<file path="src/rtl/dag_pkg.sv">
package dag_pkg;

    localparam int DEF_SETS = 8;

    typedef enum logic [1:0] {
        KIND_INDEX  = 2'd0,
        KIND_MODIFY = 2'd1,
        KIND_BASE   = 2'd2,
        KIND_LENGTH = 2'd3
    } reg_kind_e;

endpackage

</file>
<file path="src/rtl/dag_step.sv">
// Next-index calculation: linear or single-correction circular.
module dag_step #(
    parameter int AW = 32
) (
    input  logic [AW-1:0] cur_idx,
    input  logic [AW-1:0] step,
    input  logic [AW-1:0] win_base,
    input  logic [AW-1:0] win_len,
    output logic [AW-1:0] nxt_idx
);
    localparam int EW = AW + 2;

    logic signed [EW-1:0] idx_e, step_e, base_e, len_e, sum_e, top_e, res_e;

    always_comb begin
        idx_e  = $signed({2'b00, cur_idx});
        step_e = $signed({{2{step[AW-1]}}, step});
        base_e = $signed({2'b00, win_base});
        len_e  = $signed({2'b00, win_len});
        sum_e  = idx_e + step_e;
        top_e  = base_e + len_e;
        if (win_len == '0) begin
            res_e = sum_e;
        end else if (sum_e >= top_e) begin
            res_e = sum_e - len_e;
        end else if (sum_e < base_e) begin
            res_e = sum_e + len_e;
        end else begin
            res_e = sum_e;
        end
        nxt_idx = res_e[AW-1:0];
    end
endmodule

</file>
<file path="src/rtl/dag_bank.sv">
// Register sets: index, modify, base, length.
module dag_bank
    import dag_pkg::*;
#(
    parameter int AW       = 32,
    parameter int NUM_SETS = DEF_SETS,
    parameter int SEL_W    = $clog2(NUM_SETS)
) (
    input  logic            clk,
    input  logic            rst,
    input  logic            wr_en,
    input  reg_kind_e       wr_kind,
    input  logic [SEL_W-1:0] wr_sel,
    input  logic [AW-1:0]   wr_data,
    input  logic            upd_en,
    input  logic [SEL_W-1:0] upd_sel,
    input  logic [AW-1:0]   upd_val,
    output logic [AW-1:0]   idx_o  [NUM_SETS],
    output logic [AW-1:0]   mod_o  [NUM_SETS],
    output logic [AW-1:0]   base_o [NUM_SETS],
    output logic [AW-1:0]   len_o  [NUM_SETS]
);
    for (genvar g = 0; g < NUM_SETS; g++) begin : g_set
        logic hit_wr;
        logic hit_upd;
        assign hit_wr  = wr_en && (wr_sel == SEL_W'(g));
        assign hit_upd = upd_en && (upd_sel == SEL_W'(g));

        always_ff @(posedge clk) begin
            if (rst) begin
                idx_o[g]  <= '0;
                mod_o[g]  <= '0;
                base_o[g] <= '0;
                len_o[g]  <= '0;
            end else begin
                // a write to the index takes priority over the post-modify
                if (hit_wr && wr_kind == KIND_INDEX) begin
                    idx_o[g] <= wr_data;
                end else if (hit_upd) begin
                    idx_o[g] <= upd_val;
                end
                if (hit_wr && (wr_kind == KIND_INDEX || wr_kind == KIND_BASE)) begin
                    base_o[g] <= wr_data;
                end
                if (hit_wr && wr_kind == KIND_MODIFY) begin
                    mod_o[g] <= wr_data;
                end
                if (hit_wr && wr_kind == KIND_LENGTH) begin
                    len_o[g] <= wr_data;
                end
            end
        end
    end
endmodule

</file>
<file path="src/rtl/dag_addr_gen.sv">
module dag_addr_gen
    import dag_pkg::*;
#(
    parameter int AW       = 32,
    parameter int NUM_SETS = DEF_SETS,
    parameter int SEL_W    = $clog2(NUM_SETS)
) (
    input  logic             clk,
    input  logic             rst,
    input  logic             wr_en,
    input  logic [1:0]       wr_kind,
    input  logic [SEL_W-1:0] wr_sel,
    input  logic [AW-1:0]    wr_data,
    input  logic             req_en,
    input  logic [SEL_W-1:0] req_isel,
    input  logic [SEL_W-1:0] req_msel,
    output logic [AW-1:0]    addr_out
);
    logic [AW-1:0] idx_q  [NUM_SETS];
    logic [AW-1:0] mod_q  [NUM_SETS];
    logic [AW-1:0] base_q [NUM_SETS];
    logic [AW-1:0] len_q  [NUM_SETS];
    logic [AW-1:0] next_idx;

    dag_step #(.AW(AW)) u_step (
        .cur_idx (idx_q[req_isel]),
        .step    (mod_q[req_msel]),
        .win_base(base_q[req_isel]),
        .win_len (len_q[req_isel]),
        .nxt_idx (next_idx)
    );

    dag_bank #(.AW(AW), .NUM_SETS(NUM_SETS), .SEL_W(SEL_W)) u_bank (
        .clk    (clk),
        .rst    (rst),
        .wr_en  (wr_en),
        .wr_kind(reg_kind_e'(wr_kind)),
        .wr_sel (wr_sel),
        .wr_data(wr_data),
        .upd_en (req_en),
        .upd_sel(req_isel),
        .upd_val(next_idx),
        .idx_o  (idx_q),
        .mod_o  (mod_q),
        .base_o (base_q),
        .len_o  (len_q)
    );

    assign addr_out = req_en ? idx_q[req_isel] : '0;
endmodule

</file>
<file path="config.mk">
export PLATFORM = sky130hd
export DESIGN_NAME = dag_addr_gen
export DESIGN_NICKNAME = d
export VERILOG_FILES = /design/src/rtl/dag_pkg.sv /design/src/rtl/dag_step.sv /design/src/rtl/dag_bank.sv /design/src/rtl/dag_addr_gen.sv
export SDC_FILE = /design/constraint.sdc
export NUM_CORES = 2
export LEC_CHECK = 0
export BUFFER_PORTS_ARGS = -buffer_cell sky130_fd_sc_hd__buf_2
export CORE_AREA = 3 3 432 434
export CTS_CLUSTER_SIZE = 14
export DETAILED_ROUTE_END_ITERATION = 7
export DIE_AREA = 0 0 435 437
export PLACE_DENSITY = 0.51
export SETUP_SLACK_MARGIN = 0.02
export SYNTH_ARGS = -nofsm -noshare
export SYNTH_HDL_FRONTEND = slang
export SYNTH_SLANG_ARGS = --single-unit
</file>
<file path="constraint.sdc">
create_clock -name clk -period 9.4 [get_ports clk]
set_input_delay 0.47 -clock clk [delete_from_list [all_inputs] [get_ports clk]]
set_output_delay 0.47 -clock clk [all_outputs]
set_load 0.05 [all_outputs]
</file>
# ---- Word level (Yosys, flattened, before mapping)
# Cells that the tools add are included.
dict set report word_totals {
  register_bits 1024
  inputBits 47
  output_inout_bits 32
  elab_cells 152
}
dict set report op_classes {
  add_sub_neg 4
  magnitude_cmp 4
  eq_ne 17
  muxes 32
  bitwise_logic 2
  n_reduce_logical 61
}
# cell count
set op_table {}
lappend op_table {{$mux W32} 28}
lappend op_table {{$bmux W32 S3} 4}
lappend op_table {{$logic_and A1 B1 Y1} 48}
lappend op_table {{$add A33 B32 Y34} 1}
lappend op_table {{$ge A34 B34 Y1} 1}
lappend op_table {{$lt A34 B33 Y1} 1}
lappend op_table {{$add A32 B32 Y33} 1}
lappend op_table {{$add A32 B32 Y32} 1}
lappend op_table {{$logic_not A32 Y1} 1}
lappend op_table {{$sub A32 B32 Y32} 1}
lappend op_table {{$eq A3 B3 Y1 const B} 8}
lappend op_table {{$reduce_bool A2 Y1} 8}
lappend op_table {{$eq A3 B2 Y1 const B} 4}
lappend op_table {{$ge A4 B4 Y1 const B} 2}
lappend op_table {{$not A3 Y4} 2}
lappend op_table {{$eq A3 B1 Y1 const B} 2}
lappend op_table {{$logic_not A3 Y1} 2}
lappend op_table {{$eq A2 B2 Y1 const B} 2}
lappend op_table {{$eq A2 B1 Y1 const B} 1}
lappend op_table {{$logic_not A2 Y1} 1}
lappend op_table {{$logic_or A1 B1 Y1} 1}

# ---- Logic depth before layout (Yosys ltp)
dict set report depth {
  ltp_word 11
  ltp_mapped 40
  depth_no_buf 30
}

# ---- Hierarchy
# A second synthesis with hierarchy kept.
dict set report hier_totals {
  hier_cells 6926
  hier_area_um2 57428.8
}
# module n_inst cells_per_inst area_each_um2 seq_area_each_um2
set by_module_without_submodules {}
lappend by_module_without_submodules {dag_bank 1 5128 41138.2 20499.7}
lappend by_module_without_submodules {dag_step 1 1159 8262.9 0.0}
lappend by_module_without_submodules {dag_addr_gen 1 639 8027.7 0.0}

# ---- Worst setup path after synthesis
# OpenSTA, ideal clock, no wires.
dict set report synth_timing {
  path_type {input to register}
  start {input port req_isel[1]}
  end {register u_bank.idx_o[137] in the netlist's numbering}
  setup_time_ns 0.128
  t_arrival_ns 8.485
  required_time_ns 9.272
  setup_slack_ns 0.788
  stages 38
  n_path_buf 8
  path_cell_list {buf_2 > buf_2 > clkbuf_1 > buf_1 > clkbuf_1 > clkbuf_1 > buf_1 > mux4_2 > mux2i_1 > inv_1 > ha_1 > a21oi_1 > a21boi_0 > o31a_1 > a211o_1 > a41oi_1 > o21bai_1 > a21oi_1 > [... 2 more ...] > o21ai_0 > nand2b_1 > a21oi_1 > xor2_1 > ha_1 > a21o_1 > a21o_1 > a21oi_1 > and3b_1 > a221o_1 > a31oi_1 > o21ai_1 > a21oi_4 > buf_4 > a31oi_1 > a211oi_1 > a221oi_1 > nor2_1}
}
dict set report synth_between {
  elab_chain_len 11
  elab_cells_between_ends 25
  classes_between {add/sub (4); order compare (2); eq/ne (1); mux (14); bitwise (1); reduce/logical (3)}
}
# element line
set synth_rtl {}
lappend synth_rtl {{start: declaration} dag_addr_gen.sv:15} ;# input logic [SEL_W-1:0] req_isel,
lappend synth_rtl {{$not A3 Y4 (not written as such)} {dag_addr_gen.sv:26, dag_addr_gen.sv:28, dag_addr_gen.sv:29}}
lappend synth_rtl {{$bmux W32 S3} dag_addr_gen.sv:26} ;# .cur_idx (idx_q[req_isel]),
lappend synth_rtl {{$mux W32 (not written as such) (2 in a row)} dag_addr_gen.sv:26}
lappend synth_rtl {{$add A33 B32 Y34} dag_step.sv:20} ;# sum_e = idx_e + step_e;
lappend synth_rtl {{$add A32 B32 Y32 or $lt A34 B33 Y1 (tied branches)} {dag_step.sv:27, dag_step.sv:26}}
lappend synth_rtl {{$mux W32} dag_step.sv:26} ;# end else if (sum_e < base_e) begin
lappend synth_rtl {{$mux W32} dag_step.sv:24} ;# end else if (sum_e >= top_e) begin
lappend synth_rtl {{$mux W32} dag_step.sv:22} ;# if (win_len == '0) begin
lappend synth_rtl {{$mux W32} dag_bank.sv:39} ;# end else if (hit_upd) begin
lappend synth_rtl {{$mux W32} dag_bank.sv:37} ;# if (hit_wr && wr_kind == KIND_INDEX) begin
lappend synth_rtl {{end signal: indexed assignment} dag_bank.sv:38} ;# idx_o[g] <= wr_data;
lappend synth_rtl {{end signal: indexed assignment} dag_bank.sv:40} ;# idx_o[g] <= upd_val;
lappend synth_rtl {{end: declaration} dag_bank.sv:18} ;# output logic [AW-1:0] idx_o [NUM_SETS],
# Several ways; a longest one is shown, not always the timed one. The select of a mux whose other input is x is not followed.
# A chain may end at the register's enable or synchronous reset.

# ---- Final worst setup path
dict set report layout_timing {
  start {input port req_isel[0]}
  end {register u_bank.idx_o[181] in the netlist's numbering}
}
# Same word-level chain as after synthesis.

==> Implementation_results.wiki <==
{| class="wikitable"
! Metric !! Value
|-
| Clock group share of total power || 41.5%
|-
| Reg-to-reg slack, setup || 1300 ps
|-
| TritonCTS clock tree || yes
|-
| Most common cell after layout, fill and taps aside || sky130_fd_sc_hd__nand2_1
|-
| Post-route fraction of the period consumed by the critical path || 89.39%
|-
| Wire length of the first global-routing pass || 333400 um
|-
| Critical setup path kind || input pin to flip-flop
|-
| Most frequent cells in the layout || sky130_fd_sc_hd__nand2_1 (1779), sky130_fd_sc_hd__a21oi_1 (1044), sky130_fd_sc_hd__dfxtp_1 (1024)
|-
| Total grt overflow || 0
|-
| Number of core rows || 157
|-
| Final Skew || 40.32 ps
|-
| Mean number of vias per cell || 5.540
|-
| Shortest clock period the worst path allows after layout || 8402 ps
|-
| Grt met2 use || 37.58%
|-
| Net count of the mapped netlist || 6968
|-
| #FFs+latches synth || 1024
|-
| Layout net count || 6775
|-
| Count of clock tree sinks || 1024
|-
| DR iter-0 viols || 5243
|-
| Worst min path class || input pin to flip-flop
|-
| Floorplan die area || 0.1901 mm2
|-
| Cell depth of the worst flop-to-flop path || 30
|-
| Number of max-cap violations || 0
|-
| Antenna violations before repair || 14
|-
| Chip Width || 435 um
|-
| Data arrival time of the critical path || 9040 ps
|-
| Core Region || 0.1831 mm2
|-
| Maximum number of pins on one net before global-route repair || 231
|-
| Dpl hpwl || 144000 um
|-
| Net Switching || 3347 uW
|-
| Outcome || finished, final reports clean
|-
| Fraction of power consumed by sequential logic || 40.4%
|-
| Number of hold-repair buffers added at the cts stage || 0
|-
| Netlist area before placement || 0.05470 mm2
|-
| Compound-Gate Fraction of Synth Area || 19.73%
|-
| GRT Max-Usage Layer || met2
|-
| Detailed-route via count || 50405
|-
| Max Root-Sink Buffers || 3
|-
| Via count of the first global-routing pass || 47996
|-
| Final count of pins violating max slew || 0
|-
| Sequential-to-total area share from yosys stat || 37.48%
|-
| Average size of a mapped cell || 8.129 um2
|-
| Met3 layer usage reported by global route || 3.891%
|-
| Leak pwr || 0.02232 uW
|-
| Worst ir drop on vdd || 0.0001435 V
|-
| Count of flip-flops with a built-in enable after synthesis || 0
|-
| Share of synthesized area spent on multiplexers || 13.40%
|-
| Post-cts sizing count || 0
|-
| Critical Path End Type || flip-flop
|-
| Area growth from synthesis to final layout || 12.70%
|-
| Synth area leaders || sky130_fd_sc_hd__dfxtp_1 (37%), sky130_fd_sc_hd__nand2_1 (12%), sky130_fd_sc_hd__mux4_2 (11%), sky130_fd_sc_hd__a21oi_1 (9.6%), sky130_fd_sc_hd__ha_1 (4.3%)
|-
| Number of antenna-violating nets in the routed design || 0
|-
| Maximum clock frequency || 0.1190 GHz
|-
| Initial core utilization || 29.88%
|-
| Setup violation total in the final timing report || 0
|-
| Worst Tran Pin Value || 1390 ps
|-
| IO Pins || 79
|-
| Total Wirelength || 229200 um
|-
| Die Y || 437 um
|-
| Number of cells on the worst hold path || 2
|-
| Maximum single-stage delay on the critical path || 830 ps
|-
| Clock Latency Late Sink || 750 ps
|-
| Leading area contributor after synthesis || sky130_fd_sc_hd__dfxtp_1
|-
| Cell Pwr Density || 178.6 mW/mm2
|-
| Share of the core filled with cells || 33.67%
|-
| Proportion of layout cells with a drive suffix above 1 || 13.22%
|-
| Detailed-routing iteration count for the pre-antenna-repair pass || 5
|-
| Unrepaired setup endpoints after global routing || false
|-
| Post-Synth Simple-Gate Area || 18.36%
|-
| Largest family of logic cells by synthesized area || compound AO/OA/AOI/OAI gates
|-
| Average wire per standard cell || 25.19 um
|-
| Input/output buffers || 78
|-
| GR met1 Demand/Resource || 30.07%
|-
| Slowest cell on crit path || sky130_fd_sc_hd__a2111oi_0
|-
| Sum of negative setup slack || 0 ps
|-
| Rel. slew slack || 7.052%
|-
| Critical Path RT || 10040 ps
|-
| Clock transition at the registers of the reported paths || 60 ps
|-
| Total CTS buffers || 114
|-
| Post-synth ARST share || 0%
|-
| Dominant synthesized flop cell || sky130_fd_sc_hd__dfxtp_1
|-
| Post-detailed-route DRC marker count || 0
|-
| Xor/xnor cell area share of the yosys netlist || 1.656%
|-
| Sort of element at the start of the critical path || input pin
|-
| Number of buffers added for setup after CTS || 0
|-
| Fraction of power spent switching nets || 30.40%
|-
| Count of yosys warnings during synthesis || 0
|-
| All-Layer GR Usage || 23.19%
|-
| P_int || 7662 uW
|-
| Synth Instances || 6729
|-
| Placer's final routability congestion estimate || 0.9583
|-
| Share of the synthesized area in the top cell type || 37.48%
|-
| Proportion of power drawn by combinational gates || 18.2%
|-
| Hold violation count in the final report || 0
|-
| Adder and majority cell fraction of the synthesized area || 4.467%
|-
| Root Buffer Master || sky130_fd_sc_hd__clkbuf_16
|-
| Cell variety after synth || 93
|-
| CTS H-tree lvls || 3
|-
| Critical-path maximum fanout || 48
|-
| Filler cells || 19045
|}
metrics by stage:
stage	instances	hold slack (ps)	power [uW]	area, um2	setup WS [ps]
2_1_floorplan	6729	433.1	5744	54700	787.6
3_3_place_gp	8884	437.9	6487	57840	481.8
3_5_place_dp	8884	443.1	6498	57840	385.5
4_1_cts	9089	40.28	11050	61620	1144
5_1_grt	9089	75.10	11380	61620	541.6
6_report	9099	92.42	11010	61650	997.6
final timing paths:
path                              startpoint                               to
max                              req_isel[0]   u_bank.idx_o[181]$_SDFFE_PP0P_
min reg2reg  u_bank.base_o[166]$_SDFFE_PP0P_  u_bank.base_o[166]$_SDFFE_PP0P_
max reg2reg     u_bank.len_o[0]$_SDFFE_PP0P_   u_bank.idx_o[181]$_SDFFE_PP0P_
min                                      rst   u_bank.idx_o[231]$_SDFFE_PP0P_
critical path, delay by kind of cell:
kind / cells / cell delay, ps
buffers and inverters: 4 / 1250
AOI/OAI and AO/OA: 17 / 4520
and+or+nand+nor: 4 / 520
muxes: 3 / 1020
xor gates and xnor gates: 1 / 100
adders and majority gates: 3 / 1020
logic make-up after synthesis:
logic type / count (synthesis)
AOI/OAI and AO/OA: 1815
buffers and inverters: 696
adders and majority gates: 193
muxes: 404
DFF: 1024
xor gates and xnor gates: 101
and+or+nand+nor: 2496
power by group through the flow:
stage | sequential (uW) | combinational, uW | clock, uW
after floorplan | 4530 | 1220 | 0
after global placement | 4540 | 1950 | 0
after detailed placement | 4540 | 1960 | 0
after CTS | 4440 | 1960 | 4640
after global routing | 4450 | 2100 | 4820
final | 4450 | 2000 | 4560
cells in the mapped netlist (all sizes together), types with 57 or more instances:
| library cell | count |
|---|---|
| a211oi | 102 |
| a21o | 57 |
| a21oi | 1048 |
| a221oi | 90 |
| clkbuf | 525 |
| dfxtp | 1024 |
| ha | 188 |
| inv | 115 |
| mux2 | 65 |
| mux2i | 83 |
| mux4 | 256 |
| nand2 | 1786 |
| nor2 | 419 |
| nor3 | 65 |
| o21ai | 261 |
| xnor2 | 66 |
layout make-up:
cell class / instances / area, um2 / share of cell area [%]
antenna: 10 / 25.02 / 0.04059
clock buffer: 174 / 3411 / 5.533
clock inverter: 31 / 370.4 / 0.6008
inverter: 117 / 439.2 / 0.7124
multi-input combinational: 5009 / 31870 / 51.70
sequential: 1024 / 20500 / 33.25
tap: 2464 / 3083 / 5.001
timing repair buffer: 270 / 1948 / 3.160
metal layers:
layer  vias up  wire (um)
li1      23028          -
met1     24910      95340
met2      2026     105500
met3       439      17310
met4         2      11040
met5         -          8
state kept, by name, indices dropped and copies added, names as in the netlist:
| register | count |
|---|---|
| u_bank.base_o | 256 |
| u_bank.idx_o | 256 |
| u_bank.len_o | 256 |
| u_bank.mod_o | 256 |
Power figures use the tool's default switching activity.
